File: src/rtl/i2c_rd_pkg.sv
package i2c_rd_pkg;
    typedef enum logic [2:0] {
        ST_IDLE,
        ST_ADDR,
        ST_AACK,
        ST_TX,
        ST_RACK
    } rd_state_e;
endpackage

File: src/rtl/i2c_rd_sync.sv
module i2c_rd_sync #(
    parameter int W = 2
) (
    input  logic         clk,
    input  logic         rst_n,
    input  logic [W-1:0] async_i,
    output logic [W-1:0] sync_o
);
    logic [W-1:0] meta_q;

    // Bus lines idle high, so both stages reset to ones.
    always_ff @(posedge clk or negedge rst_n) begin
        if (!rst_n) begin
            meta_q <= '1;
            sync_o <= '1;
        end else begin
            meta_q <= async_i;
            sync_o <= meta_q;
        end
    end
endmodule

File: src/rtl/i2c_rd_bytesel.sv
module i2c_rd_bytesel #(
    parameter int NREG = 8,
    parameter int RW   = 16,
    localparam int IDXW = $clog2(NREG) + 1
) (
    input  logic [NREG*RW-1:0] regs_i,
    input  logic [IDXW-1:0]    idx_i,
    input  logic [RW-1:0]      hold_i,
    input  logic               use_hold_i,
    output logic [RW-1:0]      word_o,
    output logic [7:0]         byte_o
);
    logic [IDXW-2:0] reg_sel;

    assign reg_sel = idx_i[IDXW-1:1];
    assign word_o  = regs_i[reg_sel*RW +: RW];

    always_comb begin
        if (idx_i[0])
            byte_o = use_hold_i ? hold_i[15:8] : word_o[15:8];
        else
            byte_o = word_o[7:0];
    end
endmodule

File: src/rtl/i2c_regrd_slave.sv
module i2c_regrd_slave
    import i2c_rd_pkg::*;
#(
    parameter int NREG = 8,
    parameter int RW   = 16,
    localparam int IDXW  = $clog2(NREG) + 1,
    localparam int CHIPW = 8 - 1 - IDXW
) (
    input  logic               clk,
    input  logic               rst_n,
    input  logic               scl_i,
    input  logic               sda_i,
    input  logic [CHIPW-1:0]   strap_i,
    input  logic [NREG*RW-1:0] reg_bus_i,
    output logic               sda_oe_o
);
    typedef struct packed {
        rd_state_e       st;
        logic [7:0]      sh;
        logic [3:0]      cnt;
        logic [IDXW-1:0] idx;
        logic [RW-1:0]   hold;
        logic            oe;
        logic            ack;
        logic            scl_p;
        logic            sda_p;
    } ctx_t;

    ctx_t q, d;
    logic scl_s, sda_s;
    logic start_det, stop_det, scl_rise, scl_fall, addr_hit;
    logic [IDXW-1:0] sel_idx;
    logic [RW-1:0]   sel_word;
    logic [7:0]      sel_byte;

    i2c_rd_sync #(.W(2)) u_sync (
        .clk    (clk),
        .rst_n  (rst_n),
        .async_i({scl_i, sda_i}),
        .sync_o ({scl_s, sda_s})
    );

    // A continued read fetches index+1; the first byte fetches the address index.
    assign sel_idx = (q.st == ST_RACK) ? q.idx + 1'b1 : q.idx;

    i2c_rd_bytesel #(.NREG(NREG), .RW(RW)) u_sel (
        .regs_i    (reg_bus_i),
        .idx_i     (sel_idx),
        .hold_i    (q.hold),
        .use_hold_i(q.st == ST_RACK),
        .word_o    (sel_word),
        .byte_o    (sel_byte)
    );

    assign start_det = q.scl_p & scl_s & q.sda_p & ~sda_s;
    assign stop_det  = q.scl_p & scl_s & ~q.sda_p & sda_s;
    assign scl_rise  = ~q.scl_p & scl_s;
    assign scl_fall  = q.scl_p & ~scl_s;
    assign addr_hit  = (q.sh[7:8-CHIPW] == strap_i) & q.sh[0];

    always_comb begin
        d       = q;
        d.scl_p = scl_s;
        d.sda_p = sda_s;
        unique case (q.st)
            ST_IDLE: ;
            ST_ADDR: begin
                if (scl_rise) begin
                    d.sh  = {q.sh[6:0], sda_s};
                    d.cnt = q.cnt + 4'd1;
                end
                if (scl_fall && q.cnt == 4'd8) begin
                    if (addr_hit) begin
                        d.st  = ST_AACK;
                        d.oe  = 1'b1;
                        d.idx = q.sh[IDXW:1];
                    end else begin
                        d.st = ST_IDLE;
                    end
                end
            end
            ST_TX: begin
                if (scl_fall) begin
                    if (q.cnt == 4'd7) begin
                        d.st = ST_RACK;
                        d.oe = 1'b0;
                    end else begin
                        d.sh  = {q.sh[6:0], 1'b0};
                        d.oe  = ~q.sh[6];
                        d.cnt = q.cnt + 4'd1;
                    end
                end
            end
            ST_AACK, ST_RACK: begin
                if (scl_rise)
                    d.ack = ~sda_s;
                if (scl_fall) begin
                    if (q.st == ST_AACK || q.ack) begin
                        d.idx = sel_idx;
                        d.sh  = sel_byte;
                        d.cnt = 4'd0;
                        d.st  = ST_TX;
                        d.oe  = ~sel_byte[7];
                        if (!sel_idx[0])
                            d.hold = sel_word;
                    end else begin
                        d.st = ST_IDLE;
                        d.oe = 1'b0;
                    end
                end
            end
            default: d.st = ST_IDLE;
        endcase
        if (stop_det) begin
            d.st = ST_IDLE;
            d.oe = 1'b0;
        end
        if (start_det) begin
            d.st  = ST_ADDR;
            d.cnt = 4'd0;
            d.oe  = 1'b0;
        end
    end

    always_ff @(posedge clk or negedge rst_n) begin
        if (!rst_n) begin
            q       <= '0;
            q.st    <= ST_IDLE;
            q.scl_p <= 1'b1;
            q.sda_p <= 1'b1;
        end else begin
            q <= d;
        end
    end

    assign sda_oe_o = q.oe;

    AST_OE_SCL_LOW: assert property (@(posedge clk) disable iff (!rst_n)
        !$stable(q.oe) |-> !$past(scl_s));
    AST_IDLE_QUIET: assert property (@(posedge clk) disable iff (!rst_n)
        (q.st == ST_IDLE) |-> !q.oe);
    AST_ACK_CHIP: assert property (@(posedge clk) disable iff (!rst_n)
        (q.st == ST_AACK) |-> (q.sh[7:8-CHIPW] == strap_i));
    AST_ACK_READ: assert property (@(posedge clk) disable iff (!rst_n)
        (q.st == ST_AACK) |-> q.sh[0]);
    AST_IDX_STEP: assert property (@(posedge clk) disable iff (!rst_n)
        (q.st == ST_RACK && scl_fall && q.ack && !start_det && !stop_det)
        |=> (q.idx == $past(q.idx) + 1'b1));
    AST_STOP_IDLE: assert property (@(posedge clk) disable iff (!rst_n)
        (stop_det && !start_det) |=> (q.st == ST_IDLE));
    AST_START_ADDR: assert property (@(posedge clk) disable iff (!rst_n)
        start_det |=> (q.st == ST_ADDR));
endmodule

File: config.mk
export PLATFORM = sky130hd
export DESIGN_NAME = i2c_regrd_slave
export DESIGN_NICKNAME = d
export VERILOG_FILES = /design/src/rtl/i2c_rd_pkg.sv /design/src/rtl/i2c_rd_sync.sv /design/src/rtl/i2c_rd_bytesel.sv /design/src/rtl/i2c_regrd_slave.sv
export SDC_FILE = /design/constraint.sdc
export NUM_CORES = 1
export LEC_CHECK = 0
export ABC_AREA = 1
export BUFFER_PORTS_ARGS = -buffer_cell sky130_fd_sc_hd__buf_2
export CAP_MARGIN = 10
export CELL_PAD_IN_SITES_DETAIL_PLACEMENT = 1
export CELL_PAD_IN_SITES_GLOBAL_PLACEMENT = 1
export CORE_MARGIN = 2
export CORE_UTILIZATION = 37
export DETAILED_ROUTE_END_ITERATION = 7
export GPL_ROUTABILITY_DRIVEN = 1
export PLACE_DENSITY_LB_ADDON = 0.08
export SLEW_MARGIN = 20
export SYNTH_ARGS = -nofsm -noshare
export SYNTH_HDL_FRONTEND = slang
export SYNTH_HIERARCHICAL = 1
export SYNTH_SLANG_ARGS = --single-unit
File: constraint.sdc
create_clock -name clk -period 3.33 [get_ports clk]
set_clock_uncertainty 0.05 [all_clocks]
set_input_delay 0.666 -clock clk [delete_from_list [all_inputs] [get_ports clk]]
set_output_delay 0.666 -clock clk [all_outputs]
set_load 0.01 [all_outputs]
After elaboration in Yosys (flattened, before gate mapping) --
Index checks and enable logic that the tools add are counted.
Cells by class: add/sub/neg operators 2, eq/ne operators 25, shift operators 1, muxes and demuxes 29, bitwise gates (word level) 15, reduce and logical (&&, ||, !) cells 15
Operators with widths (number):
- indexed part select 128 x 8 -> 16 bit | 1
- 2-to-1 mux 36 bit | 1
- case mux 12 bit (3 select lines) | 1
- 2-to-1 mux 32 bit | 1
- 2-to-1 mux 12 bit | 2
- inequality test 4 bit (second input constant) | 5
- inequality test 3 bit (second input constant) | 6
- 2-to-1 mux 16 bit | 1
- 2-to-1 mux 4 bit | 4
- 2-to-1 mux 8 bit | 2
- 2-to-1 mux 15 bit | 1
- AND reduction 5 bit | 3
- inequality test 2 bit (second input constant) | 7
- 2-to-1 mux 3 bit | 4
- case mux 3 bit (4 select lines) | 1
- AND reduction 6 bit | 2
- adder 4 x 1 -> 4 bit (second input constant) | 2
- bitwise AND 1 bit | 8
- case mux 4 bit (2 select lines) | 1
- 2-to-1 mux 1 bit | 7
- NOT 1 bit | 7
- == test 3 x 2 -> 1 bit (second input constant) | 2
- nonzero test 5 bit | 1
- == test 4 x 3 -> 1 bit (second input constant) | 1
- other kinds (15) | 16
Word-level totals: register bits 43, input port bits 135, output and inout port bits 1

Longest topological paths before layout --
depth after elaboration 11, depth in mapped cells 19

Cells and area by module --
The synthesis kept the hierarchy.
Modules (own cells, without submodules):
- i2c_regrd_slave | times used 1, cells each 268, area an instance 2095.8 um^2
- i2c_rd_bytesel | times used 1, cells each 390, area an instance 1682.9 um^2
- i2c_rd_sync | times used 1, cells each 4, area an instance 105.1 um^2

Worst setup path before layout --
Ideal clock, no wire load.
path kind register to register, from register q[36] (netlist name), to register q, in the netlist sda_oe_o, arrival 2.051 ns, data required time 3.163 ns, path slack 1.112 ns, cell stages (with the launch flop) 15, clock period less this slack 2.218 ns, cell sequence dfrtp_1 > nor2_2 > nand2_4 > xor2_4 > buf_2 > inv_1 > inv_1 > clkbuf_1 > nand3_1 > nand2_1 > nor2_1 > nor2_1 > nand2_1 > nand2_1 > nor2_1
Between the ends: elaborated cells between the ends (all ways) 22, classes of those cells eq/ne (8); shift (1); mux (8); bitwise (1); reduce/logical (4)
RTL lines:
- start, declared | RTL line i2c_regrd_slave.sv:29 | ctx_t q, d;
- == test 3 bit | RTL line i2c_regrd_slave.sv:44 | assign sel_idx = (q.st == ST_RACK) ? q.idx + 1'b1 : q.idx;
- 2-to-1 mux 4 bit | RTL line i2c_regrd_slave.sv:44
- named net sel_idx[0] | RTL line i2c_regrd_slave.sv:32 | logic [IDXW-1:0] sel_idx;
- 2-to-1 mux 8 bit | RTL line i2c_rd_bytesel.sv:19 | if (idx_i[0])
- named net sel_byte[7] | RTL line i2c_regrd_slave.sv:34 | logic [7:0] sel_byte;
- NOT 1 bit | RTL line i2c_regrd_slave.sv:103 | d.oe = ~sel_byte[7];
- 2-to-1 mux 1 bit | RTL line i2c_regrd_slave.sv:98 | if (q.st == ST_AACK || q.ack) begin
- 2-to-1 mux 36 bit | RTL line i2c_regrd_slave.sv:97 | if (scl_fall) begin
- case mux 1 bit (3 select lines) | RTL line i2c_regrd_slave.sv:65 | unique case (q.st)
- 2-to-1 mux 1 bit | RTL line i2c_regrd_slave.sv:114 | if (stop_det) begin
- 2-to-1 mux 1 bit | RTL line i2c_regrd_slave.sv:118 | if (start_det) begin
The timed path passes the listed nets, and every way through them passes these cells. The select of a mux whose other input is x is not followed. A chain may end at the register's enable or synchronous reset.

Final worst setup path --
from register q[37] (netlist name), to register q[30] (netlist name)
Between the ends: cells in the longest elaborated chain, start to end 8, elaborated cells between the ends (all ways) 20, classes of those cells eq/ne (9); shift (1); mux (6); reduce/logical (4)
RTL lines:
- == test 3 bit * | RTL line i2c_regrd_slave.sv:44
- 2-to-1 mux 4 bit * | RTL line i2c_regrd_slave.sv:44
- named net sel_idx[1] | RTL line i2c_regrd_slave.sv:32
- indexed part select 128 x 8 -> 16 bit * | RTL line i2c_rd_bytesel.sv:16 | assign word_o = regs_i[reg_sel*RW +: RW];
- 2-to-1 mux 8 bit | RTL line i2c_rd_bytesel.sv:20 | byte_o = use_hold_i ? hold_i[15:8] : word_o[15:8];
- 2-to-1 mux 8 bit * | RTL line i2c_rd_bytesel.sv:19
- named net sel_byte[2] | RTL line i2c_regrd_slave.sv:34
- 2-to-1 mux 32 bit * | RTL line i2c_regrd_slave.sv:98
- 2-to-1 mux 36 bit * | RTL line i2c_regrd_slave.sv:97
- case mux 12 bit (3 select lines) * | RTL line i2c_regrd_slave.sv:65
The timed path passes the listed nets; every way through them passes the cells marked *. The select of a mux whose other input is x is not followed.

==> results.py <==
metrics = {
    "outcome": {
        "status": "finished, final reports clean",
    },
    "timing": {
        "finalCritPeriodShare_pct": 82.10,
        "max_clock_freq_ghz": 0.3658,
        "relSlewSlack_pct": 44.29,
        "worstMarginPinSlew_ns": 0.8357,
        "final.setup.worst_slack_ns": 0.5961,
        "finalSetupViolCount": 0,
        "slew_violations": 0,
        "period_needed_ns": 2.734,
        "tns_ns": 0,
        "grt_setup_unrepaired": "no",
        "hold_viol_final": 0,
    },
    "yosys": {
        "syn_inst": 622,
        "synth.avg_cell_area_um2": 5.681,
        "netlist_area_um2": 3533,
        "yosys_warnings": 6,
        "syn_nets": 760,
    },
    "global_routing": {
        "grtUsageTotal_pct": 25.31,
        "grt_antenna_before_repair": 0,
        "grt_pass1_vias": 4522,
        "grt.overflow.total": 0,
        "grt_start_max_net_pins": 66,
        "grt_pass1_wl_um": 20730,
    },
    "placement": {
        "place_congestion": 0.8855,
        "hpwlAfterDp_um": 10030,
        "io_buffer_count": 135,
        "dp.cells": 859,
        "post-place-ws_ns": 0.6006,
    },
    "route": {
        "via_per_inst": 4.889,
        "vias": 4239,
        "wl_per_cell_um": 14.55,
        "drtAntennaViolNets": 0,
        "route.detailed.drc": 0,
        "dr.pass1.iters": 4,
        "drt_iter0_drc": 174,
        "routed_wl_um": 12620,
    },
    "floorplan": {
        "dieArea_um2": 10350,
        "fp-row-count": 35,
        "die_w_um": 101.7,
        "die-height_um": 101.7,
        "core_area_um2": 9240,
        "io_pins": 136,
        "start_util_pct": 38.24,
    },
    "clock_network": {
        "clockBufferDepth": 2,
        "hold_buffers": 0,
        "ctsResizeCount": 0,
        "post_cts_buffers": 0,
        "clk_pin_slew_ns": 0.07,
        "numCtsBuffers": 5,
        "clkSinkCount": 35,
        "htreeDepth": 2,
        "cts_tree": "yes",
        "cts_root_buffer": "clkbuf_8",
        "clk_latency_ns": 0.29,
    },
    "cells_and_area": {
        "fin_util_pct": 46.57,
        "layout.nets": 875,
        "drive_above_1_share_pct": 22.76,
        "area_growth_pct": 21.78,
        "diodes": 0,
        "final_cells": 867,
    },
    "critical_path": {
        "cp_max_fo": 65,
        "crit_arrival_ns": 2.90,
        "start_kind": "register",
        "endpoint_kind": "register",
        "crit_required_ns": 3.49,
        "r2r_end": "q[30]",
        "worstRegToRegCells": 14,
        "timing.rr.start": "q[37]",
        "r2r_slack_ns": 0.60,
        "criticalPathCategory": "reg -> reg",
    },
    "pwr": {
        "p_leak_nw": 2.595,
        "p_clk_share_pct": 8.5,
        "p_int_mw": 1.647,
        "ir_drop_uv": 355.5,
        "post-layout-total-power_mw": 3.797,
        "switching_power_mw": 2.149,
        "seq_power_share_pct": 19.9,
        "switching_share_pct": 56.61,
        "p_comb_share_pct": 71.5,
        "powerDensity_nw_per_um2": 882.3,
    },
    "flow_run": {
        "drv_cap": 0,
    },
    "hold_path": {
        "hold_depth": 0,
        "min_from": "u_sync/meta_q[0]",
        "min_path_type": "reg -> reg",
        "whs_endpoint": "u_sync/sync_o[0]",
    },
}
-- layout by cell type, fill, tap and decap left out, types with 2 or more instances in the layout --
master,instances
nor2_1,104
a21oi_1,9
nand2_1,175
dfstp_2,6
buf_4,3
o21ai_1,12
a21boi_0,3
inv_2,2
ha_1,3
buf_2,135
dfrtp_1,29
nand2_2,6
inv_1,98
nand3_1,97
xnor2_1,3
o21ai_0,28
clkbuf_8,6
nand4_1,2
a22oi_1,3
-- worst max-delay path by stage --
| stage | cells after the start | end | start | slack, ns |
|---|---|---|---|---|
| 2_1_floorplan | 16 | sda_oe_o | q[36] | 1.15 |
| 3_3_place_gp | 15 | q[34] | q[36] | 0.75 |
| 3_5_place_dp | 15 | q[34] | q[37] | 0.60 |
| 4_1_cts | 15 | q[34] | q[37] | 0.58 |
| 5_1_grt | 18 | sda_oe_o | q[37] | 0.30 |
| 6_report | 14 | q[30] | q[37] | 0.60 |
-- cell type report --
type / instances / area (µm²)
Clock inverter: 1 / 5.005
Multi-Input combinational cell: 455 / 2064
Clock buffer: 7 / 86.33
Tap cell: 129 / 161.4
Sequential cell: 35 / 883.3
Fill cell: 1369 / 4937
Inverter: 101 / 384.1
Timing Repair Buffer: 139 / 718.2
-- routing by layer --
layer / GRT usage, % / vias up / share of wire, % / wire, µm
met2: 46.71 / 113 / 50 / 6295
met4: 6.029 / 0 / 1.9 / 238
li1: - / 2132 / - / -
met1: 31.28 / 1974 / 44 / 5577
met5: 0 / - / 0 / 0
met3: 2.830 / 20 / 4.0 / 508
-- registers in the layout, indices dropped and copies added (netlist names) --
name           flops
sda_oe_o           1
u_sync/meta_q      2
q                 30
u_sync/sync_o      2
-- critical path, cell delays in order, from the launching register on --
cell	delay [ns]
dfrtp_1	0.45
nor2_2	0.19
nand2_4	0.14
inv_1	0.12
nand2_1	0.07
nand2_2	0.08
buf_4	0.51
nor2_1	0.14
nor2_1	0.13
o21ai_0	0.11
nand3_1	0.11
nand3_1	0.16
nand2_1	0.12
a21boi_0	0.08
a21oi_1	0.15
-- per-stage QoR --
stage | instance area [µm²] | hold WS [ns]
2_1_floorplan | 3533 | 0.2952
3_3_place_gp | 4212 | 0.2979
3_5_place_dp | 4212 | 0.2973
4_1_cts | 4303 | 0.3080
5_1_grt | 4303 | 0.3106
6_report | 4303 | 0.3061
-- power by group through the flow --
stage          clock, mW  combinational (mW)  sequential, mW
2_1_floorplan          0                2.13           0.719
3_3_place_gp           0                2.61           0.747
3_5_place_dp           0                2.73           0.761
4_1_cts            0.331                2.74           0.756
5_1_grt            0.351                3.09           0.783
6_report           0.323                2.72           0.757
Power figures use the tool's default switching activity.
